**src/rtl/divstep_pkg.sv**
```systemverilog
package divstep_pkg;

   // Command encoding presented on cmd_code
   typedef enum logic [1:0] {
      CMD_STEP   = 2'd0,
      CMD_INIT_U = 2'd1,
      CMD_INIT_S = 2'd2,
      CMD_ROT    = 2'd3
   } dstep_cmd_e;

   // Carry detection variants for the add/subtract stage
   localparam int CARRY_WIDE_ADDER = 0;
   localparam int CARRY_COMPARE    = 1;

endpackage

```
**src/rtl/divstep_shifter.sv**
```systemverilog
module divstep_shifter #(
   parameter int W = 32
) (
   input  logic [W-1:0] din,
   input  logic         fill_bit,
   output logic [W-1:0] dout,
   output logic         lost_bit
);
   assign dout     = {din[W-2:0], fill_bit};
   assign lost_bit = din[W-1];
endmodule

```
**src/rtl/divstep_addsub.sv**
```systemverilog
module divstep_addsub #(
   parameter int W          = 32,
   parameter int CARRY_MODE = divstep_pkg::CARRY_WIDE_ADDER
) (
   input  logic [W-1:0] opa,
   input  logic [W-1:0] opb,
   input  logic         do_sub,
   output logic [W-1:0] result,
   output logic         carry
);
   generate
      if (CARRY_MODE == divstep_pkg::CARRY_WIDE_ADDER) begin : g_wide
         logic [W:0] wide;
         always_comb begin
            if (do_sub) wide = {1'b0, opa} - {1'b0, opb};
            else        wide = {1'b0, opa} + {1'b0, opb};
         end
         assign result = wide[W-1:0];
         assign carry  = wide[W];
      end else if (CARRY_MODE == divstep_pkg::CARRY_COMPARE) begin : g_cmp
         always_comb begin
            if (do_sub) begin
               result = opa - opb;
               carry  = (result > opa);
            end else begin
               result = opa + opb;
               carry  = (result < opa);
            end
         end
      end else begin : g_bad_mode
         $error("divstep_addsub: unsupported CARRY_MODE");
      end
   endgenerate
endmodule

```
**src/rtl/divstep_flags.sv**
```systemverilog
module divstep_flags (
   input  logic m_in,
   input  logic lost_bit,
   input  logic carry,
   output logic q_next,
   output logic t_next
);
   // Carry sense flips with the divisor sign; the quotient bit is Q==M.
   assign q_next = lost_bit ^ carry ^ m_in;
   assign t_next = ~(q_next ^ m_in);
endmodule

```
**src/rtl/divstep_unit.sv**
```systemverilog
module divstep_unit #(
   parameter int W          = 32,
   parameter int CARRY_MODE = divstep_pkg::CARRY_WIDE_ADDER
) (
   input  logic         clk,
   input  logic         rst_n,
   input  logic         cmd_valid,
   input  logic [1:0]   cmd_code,
   input  logic [W-1:0] rem_in,
   input  logic [W-1:0] dvsr_in,
   output logic [W-1:0] rem_out,
   output logic         flag_q,
   output logic         flag_m,
   output logic         flag_t
);
   import divstep_pkg::*;

   localparam int MSB = W - 1;

   generate
      if (W < 2) begin : g_bad_width
         $error("divstep_unit: W must be at least 2");
      end
   endgenerate

   dstep_cmd_e   cmd;
   logic [W-1:0] shifted;
   logic         lost_bit;
   logic         do_sub;
   logic [W-1:0] sum;
   logic         carry;
   logic         q_step, t_step;

   assign cmd    = dstep_cmd_e'(cmd_code);
   assign do_sub = (flag_q == flag_m);

   divstep_shifter #(.W(W)) u_shift (
      .din      (rem_in),
      .fill_bit (flag_t),
      .dout     (shifted),
      .lost_bit (lost_bit)
   );

   divstep_addsub #(.W(W), .CARRY_MODE(CARRY_MODE)) u_addsub (
      .opa    (shifted),
      .opb    (dvsr_in),
      .do_sub (do_sub),
      .result (sum),
      .carry  (carry)
   );

   divstep_flags u_flags (
      .m_in     (flag_m),
      .lost_bit (lost_bit),
      .carry    (carry),
      .q_next   (q_step),
      .t_next   (t_step)
   );

   always_ff @(posedge clk or negedge rst_n) begin
      if (!rst_n) begin
         rem_out <= '0;
         flag_q  <= 1'b0;
         flag_m  <= 1'b0;
         flag_t  <= 1'b0;
      end else if (cmd_valid) begin
         unique case (cmd)
            CMD_STEP: begin
               rem_out <= sum;
               flag_q  <= q_step;
               flag_t  <= t_step;
            end
            CMD_INIT_U: begin
               flag_q <= 1'b0;
               flag_m <= 1'b0;
               flag_t <= 1'b0;
            end
            CMD_INIT_S: begin
               flag_q <= rem_in[MSB];
               flag_m <= dvsr_in[MSB];
               flag_t <= rem_in[MSB] ^ dvsr_in[MSB];
            end
            CMD_ROT: begin
               rem_out <= shifted;
               flag_t  <= lost_bit;
            end
            default: ;
         endcase
      end
   end


   hold_when_idle_chk: assert property (@(posedge clk) disable iff (!rst_n)
      !cmd_valid |=> ($stable(rem_out) && $stable(flag_q) && $stable(flag_m) && $stable(flag_t)));


   init_unsigned_chk: assert property (@(posedge clk) disable iff (!rst_n)
      (cmd_valid && cmd_code == 2'd1) |=> (!flag_q && !flag_m && !flag_t && $stable(rem_out)));


   init_signed_chk: assert property (@(posedge clk) disable iff (!rst_n)
      (cmd_valid && cmd_code == 2'd2) |=>
         (flag_q == $past(rem_in[MSB]) && flag_m == $past(dvsr_in[MSB])
          && flag_t == (flag_q ^ flag_m) && $stable(rem_out)));


   t_is_quotient_bit_chk: assert property (@(posedge clk) disable iff (!rst_n)
      (cmd_valid && cmd_code == 2'd0) |=> (flag_t == (flag_q == flag_m) && $stable(flag_m)));


   rotate_through_t_chk: assert property (@(posedge clk) disable iff (!rst_n)
      (cmd_valid && cmd_code == 2'd3) |=>
         (flag_t == $past(rem_in[MSB]) && rem_out[0] == $past(flag_t)
          && rem_out[MSB:1] == $past(rem_in[MSB-1:0]) && $stable(flag_q) && $stable(flag_m)));


   step_direction_chk: assert property (@(posedge clk) disable iff (!rst_n)
      (cmd_valid && cmd_code == 2'd0 && flag_q == flag_m) |=>
         (rem_out + $past(dvsr_in) == {$past(rem_in[MSB-1:0]), $past(flag_t)}));

endmodule

```
**config.mk**
```make
export PLATFORM = sky130hd
export DESIGN_NAME = divstep_unit
export DESIGN_NICKNAME = d
export VERILOG_FILES = /design/src/rtl/divstep_pkg.sv /design/src/rtl/divstep_shifter.sv /design/src/rtl/divstep_addsub.sv /design/src/rtl/divstep_flags.sv /design/src/rtl/divstep_unit.sv
export SDC_FILE = /design/constraint.sdc
export NUM_CORES = 1
export LEC_CHECK = 0
export BUFFER_PORTS_ARGS = -buffer_cell sky130_fd_sc_hd__buf_2
export CORE_ASPECT_RATIO = 2
export CORE_UTILIZATION = 40
export DETAILED_ROUTE_END_ITERATION = 7
export PLACE_DENSITY_LB_ADDON = 0.3
export SYNTH_ARGS = -nofsm -noshare
export SYNTH_HDL_FRONTEND = slang
export SYNTH_SLANG_ARGS = --single-unit
```
**constraint.sdc**
```tcl
create_clock -name clk -period 4.67 [get_ports clk]
set_input_delay 0.934 -clock clk [delete_from_list [all_inputs] [get_ports clk]]
set_output_delay 0.934 -clock clk [all_outputs]
set_load 0.05 [all_outputs]
```
==> load_flow_metrics.sql <==
INSERT INTO impl_metrics (metric_group, metric, value, unit) VALUES
('status', 'run_status', 'finished, final reports clean', ''),
('critical_path', 'path_depth_of_the_worst_reg2reg_path', '15', ''),
('grt', 'grt_usage', '23.90', '%'),
('clock_tree', 'htreeDepth', '2', ''),
('routing', 'route.detailed.wl_per_inst', '15.83', 'µm'),
('synthesis', 'synth_adder_area_share', '11.65', '%'),
('final_layout', 'nets', '752', ''),
('synthesis', 'synth_area_in_compound_gates', '28.44', '%'),
('synthesis', 'synth_xor_area_share', '13.14', '%'),
('sta', 'timing.final.crit_period', '4.439', 'ns'),
('synthesis', 'postSynthCellCount', '506', ''),
('routing', 'dr.pass1.iters', '4', ''),
('sta', 'max_slew_margin', '27.35', '%'),
('routing', 'route.final.wire_length', '12310', 'µm'),
('power', 'power_per_cell_area', '774.3', 'nW/µm²'),
('placed_design', 'numPortBuffers', '103', ''),
('synthesis', 'synth_simple_gate_area_share', '16.82', '%'),
('placed_design', 'routabilityCongestion', '0.9130', ''),
('critical_path', 'timing.critical_path.from_type', 'input pin', ''),
('clock_tree', 'cts_root_buffer_type', 'sky130_fd_sc_hd__clkbuf_16', ''),
('clock_tree', 'clock_path_buffers', '2', ''),
('floorplanning', 'design.core.area', '9763', 'µm²'),
('sta', 'achievable-frequency', '225.3', 'MHz'),
('synthesis', 'post_synth_instance_area', '4039', 'µm²'),
('synthesis', 'yosysTopAreaCellShare', '21.69', '%'),
('critical_path', 'criticalPathCategory', 'input pin to register', ''),
('floorplanning', 'rows', '51', ''),
('clock_tree', 'cts_hold_repair.buffers', '0', ''),
('routing', 'antenna_violating_nets_post_route', '0', ''),
('sta', 'timing_worst_slew_pin_value', '1.090', 'ns'),
('final_layout', 'utilization', '52.71', '%'),
('synthesis', 'yosysWarningCount', '0', ''),
('placed_design', 'hpwlAfterDp', '9900', 'µm'),
('final_layout', 'commonest_cells_after_routing_fill_and_taps_aside', '103 x sky130_fd_sc_hd__buf_2, 58 x sky130_fd_sc_hd__nand2_1, 51 x sky130_fd_sc_hd__buf_4', ''),
('synthesis', 'count_of_flip_flops_with_a_built_in_enable_after_synthesis', '0', ''),
('synthesis', 'yosys.cell_types.count', '66', ''),
('sta', 'worst_clock_skew', '0.002169', 'ns'),
('clock_tree', 'number_of_sinks_on_the_clock_net', '35', ''),
('power', 'power.leakage', '2.439', 'nW'),
('clock_tree', 'cts_made_buffers', '5', ''),
('synthesis', 'post-synth-top-area-cell', 'sky130_fd_sc_hd__dfrtp_1', ''),
('floorplanning', 'count_of_boundary_i_o_pins', '104', ''),
('floorplanning', 'die_h', '144.1', 'µm'),
('clock_tree', 'clock_latency', '0.29', 'ns'),
('flow_run', 'max_cap_violations', '0', ''),
('sta', 'grt_setup_unrepaired', 'true', ''),
('grt', 'grt_first_pass_wirelength', '19350', 'µm'),
('final_layout', 'n_antenna_cell', '0', ''),
('synthesis', 'syn_avg_cell_area', '7.982', 'µm²'),
('floorplanning', 'starting_density', '41.37', '%'),
('synthesis', 'synthArstFlopShare', '100.0', '%'),
('synthesis', 'mappedNetlistNets', '612', ''),
('critical_path', 'crit_arrival', '4.62', 'ns'),
('floorplanning', 'die_span_x', '73.06', 'µm'),
('clock_tree', 'cts.reportedPaths.clkPinSlew', '0.06', 'ns'),
('synthesis', 'yosys-mux-area-fraction', '3.222', '%'),
('sta', 'min_period_over_period', '95.06', '%'),
('grt', 'pin_count_of_the_biggest_net_entering_global_routing', '62', ''),
('floorplanning', 'floorplan.die_area', '10530', 'µm²'),
('clock_tree', 'tritoncts', 'built', ''),
('synthesis', 'proportion_of_synthesized_chip_area_in_sequential_cells', '21.69', '%'),
('critical_path', 'setup.reg_to_reg.worst_slack', '0.75', 'ns'),
('final_layout', 'fraction_of_final_layout_cells_sized_beyond_drive_strength_1', '28.79', '%'),
('synthesis', 'post_synth_main_area_contributors', 'sky130_fd_sc_hd__dfrtp_1 22%, sky130_fd_sc_hd__ha_1 11%, sky130_fd_sc_hd__xnor2_1 7.8%', ''),
('routing', 'drt_drc_violations_left', '0', ''),
('synthesis', 'synth_top_family_by_area', 'compound AO/OA/AOI/OAI gates', ''),
('final_layout', 'syn_to_final_growth', '27.42', '%'),
('hold_path', 'hold_path_cells', '2', ''),
('final_layout', 'layout_commonest_cell', 'sky130_fd_sc_hd__buf_2', ''),
('synthesis', 'seq_cells_post_synth', '35', ''),
('critical_path', 'end_kind', 'register', '');
per-stage QoR:
| step | area [µm²] | instances | hold WS [ns] | setup TNS (ns) | setup WS [ns] |
|---|---|---|---|---|---|
| detailed placement | 4960 | 770 | 0.4656 | -0.2372 | -0.2086 |
| finish | 5146 | 778 | 0.4720 | 0 | 0.2309 |
| global placement | 4960 | 770 | 0.4558 | -0.05163 | -0.05163 |
| CTS | 5119 | 777 | 0.4795 | 0 | 0.08674 |
| global route | 5146 | 778 | 0.4983 | -0.02294 | -0.02073 |
| floorplan | 4039 | 506 | 0.6384 | 0 | 0.02967 |
area by class of cell:
class                           instances  area (µm²)  area share [%]
Clock buffer                            6       128.9           2.504
Clock inverter                          1       30.03          0.5835
Inverter                               17       63.81           1.240
Multi-Input combinational cell        433        2984           57.99
Sequential cell                        35       875.8           17.02
Tap cell                              132       165.2           3.209
Timing Repair Buffer                  154       898.4           17.46
power by group:
| part | internal (mW) | total [mW] | switching (mW) |
|---|---|---|---|
| sequential | 0.439 | 0.511 | 0.0719 |
| clock | 0.249 | 0.387 | 0.138 |
| combinational | 1.24 | 3.09 | 1.84 |
routing by layer:
| layer | wire (µm) | global-route usage, % | up-vias |
|---|---|---|---|
| met3 | 465 | 2.091 | 46 |
| met4 | 727 | 16.51 | 0 |
| met2 | 6685 | 45.18 | 138 |
| met1 | 4433 | 23.60 | 1955 |
| li1 | - | - | 2124 |
| met5 | 0 | 0 | - |
registers in the layout (all words and copies together) (netlist names):
signal / cells
flag_m: 1
flag_q: 1
flag_t: 1
rem_out: 32
repair_timing:
item                                    CTS  global route
buffers inserted                          0             1
endpoints found under the setup margin    0             3
gates resized for setup                   0             6
critical path, stage by stage:
cell and delay, ns:
sky130_fd_sc_hd__buf_2 0.10, sky130_fd_sc_hd__or4_1 0.56, sky130_fd_sc_hd__nor4_2 0.20, sky130_fd_sc_hd__buf_4 0.15, sky130_fd_sc_hd__nand2b_1 0.09, sky130_fd_sc_hd__buf_4 0.16
sky130_fd_sc_hd__o21ai_0 0.18, sky130_fd_sc_hd__xor2_1 0.28, sky130_fd_sc_hd__ha_1 0.23, sky130_fd_sc_hd__a21oi_1 0.10, sky130_fd_sc_hd__o21ai_2 0.16, sky130_fd_sc_hd__nor2_1 0.08
sky130_fd_sc_hd__a311oi_2 0.28, sky130_fd_sc_hd__buf_4 0.17, sky130_fd_sc_hd__a31oi_4 0.10, sky130_fd_sc_hd__o21ai_2 0.19, sky130_fd_sc_hd__a21oi_2 0.08, sky130_fd_sc_hd__xnor3_1 0.36
sky130_fd_sc_hd__o311ai_2 0.21
cells in the mapped netlist, types with 3 or more instances:
library cell               number
sky130_fd_sc_hd__a211oi_1       5
sky130_fd_sc_hd__a21o_1        10
sky130_fd_sc_hd__a21oi_1       51
sky130_fd_sc_hd__a31o_2         3
sky130_fd_sc_hd__a31oi_1        5
sky130_fd_sc_hd__and3_1         4
sky130_fd_sc_hd__clkbuf_1      11
sky130_fd_sc_hd__clkbuf_8       3
sky130_fd_sc_hd__dfrtp_1       35
sky130_fd_sc_hd__ha_1          36
sky130_fd_sc_hd__inv_1         17
sky130_fd_sc_hd__mux2i_1       13
sky130_fd_sc_hd__nand2_1       58
sky130_fd_sc_hd__nand2b_1       4
sky130_fd_sc_hd__nand3_1        6
sky130_fd_sc_hd__nand4_1        4
sky130_fd_sc_hd__nor2_1        42
sky130_fd_sc_hd__nor3_1        12
sky130_fd_sc_hd__nor4_1         3
sky130_fd_sc_hd__o211ai_1       3
sky130_fd_sc_hd__o21a_1         8
sky130_fd_sc_hd__o21ai_0       50
sky130_fd_sc_hd__o31a_1         3
sky130_fd_sc_hd__o31ai_1        7
sky130_fd_sc_hd__o41ai_1        4
sky130_fd_sc_hd__xnor2_1       36
sky130_fd_sc_hd__xor2_1        22
worst paths after layout:
path / from / endpoint
max: dvsr_in[12] / flag_q$_DFFE_PN0P_
min reg2reg: rem_out[30]$_DFFE_PN0P_ / rem_out[30]$_DFFE_PN0P_
min in group asynchronous: rst_n / rem_out[31]$_DFFE_PN0P_
max in group asynchronous: rst_n / rem_out[13]$_DFFE_PN0P_
min: rem_out[30]$_DFFE_PN0P_ / rem_out[30]$_DFFE_PN0P_
max reg2reg: flag_m$_DFFE_PN0P_ / rem_out[29]$_DFFE_PN0P_
kinds of logic after synthesis:
logic type	after synthesis
adder cells (fa/ha/maj)	37
AND/OR/NAND/NOR	148
AO/OA/AOI/OAI	176
XOR/XNOR	59
flip-flops	35
buffers and inverters	38
multiplexers	13
No activity file was read; power rests on OpenSTA's default activity.
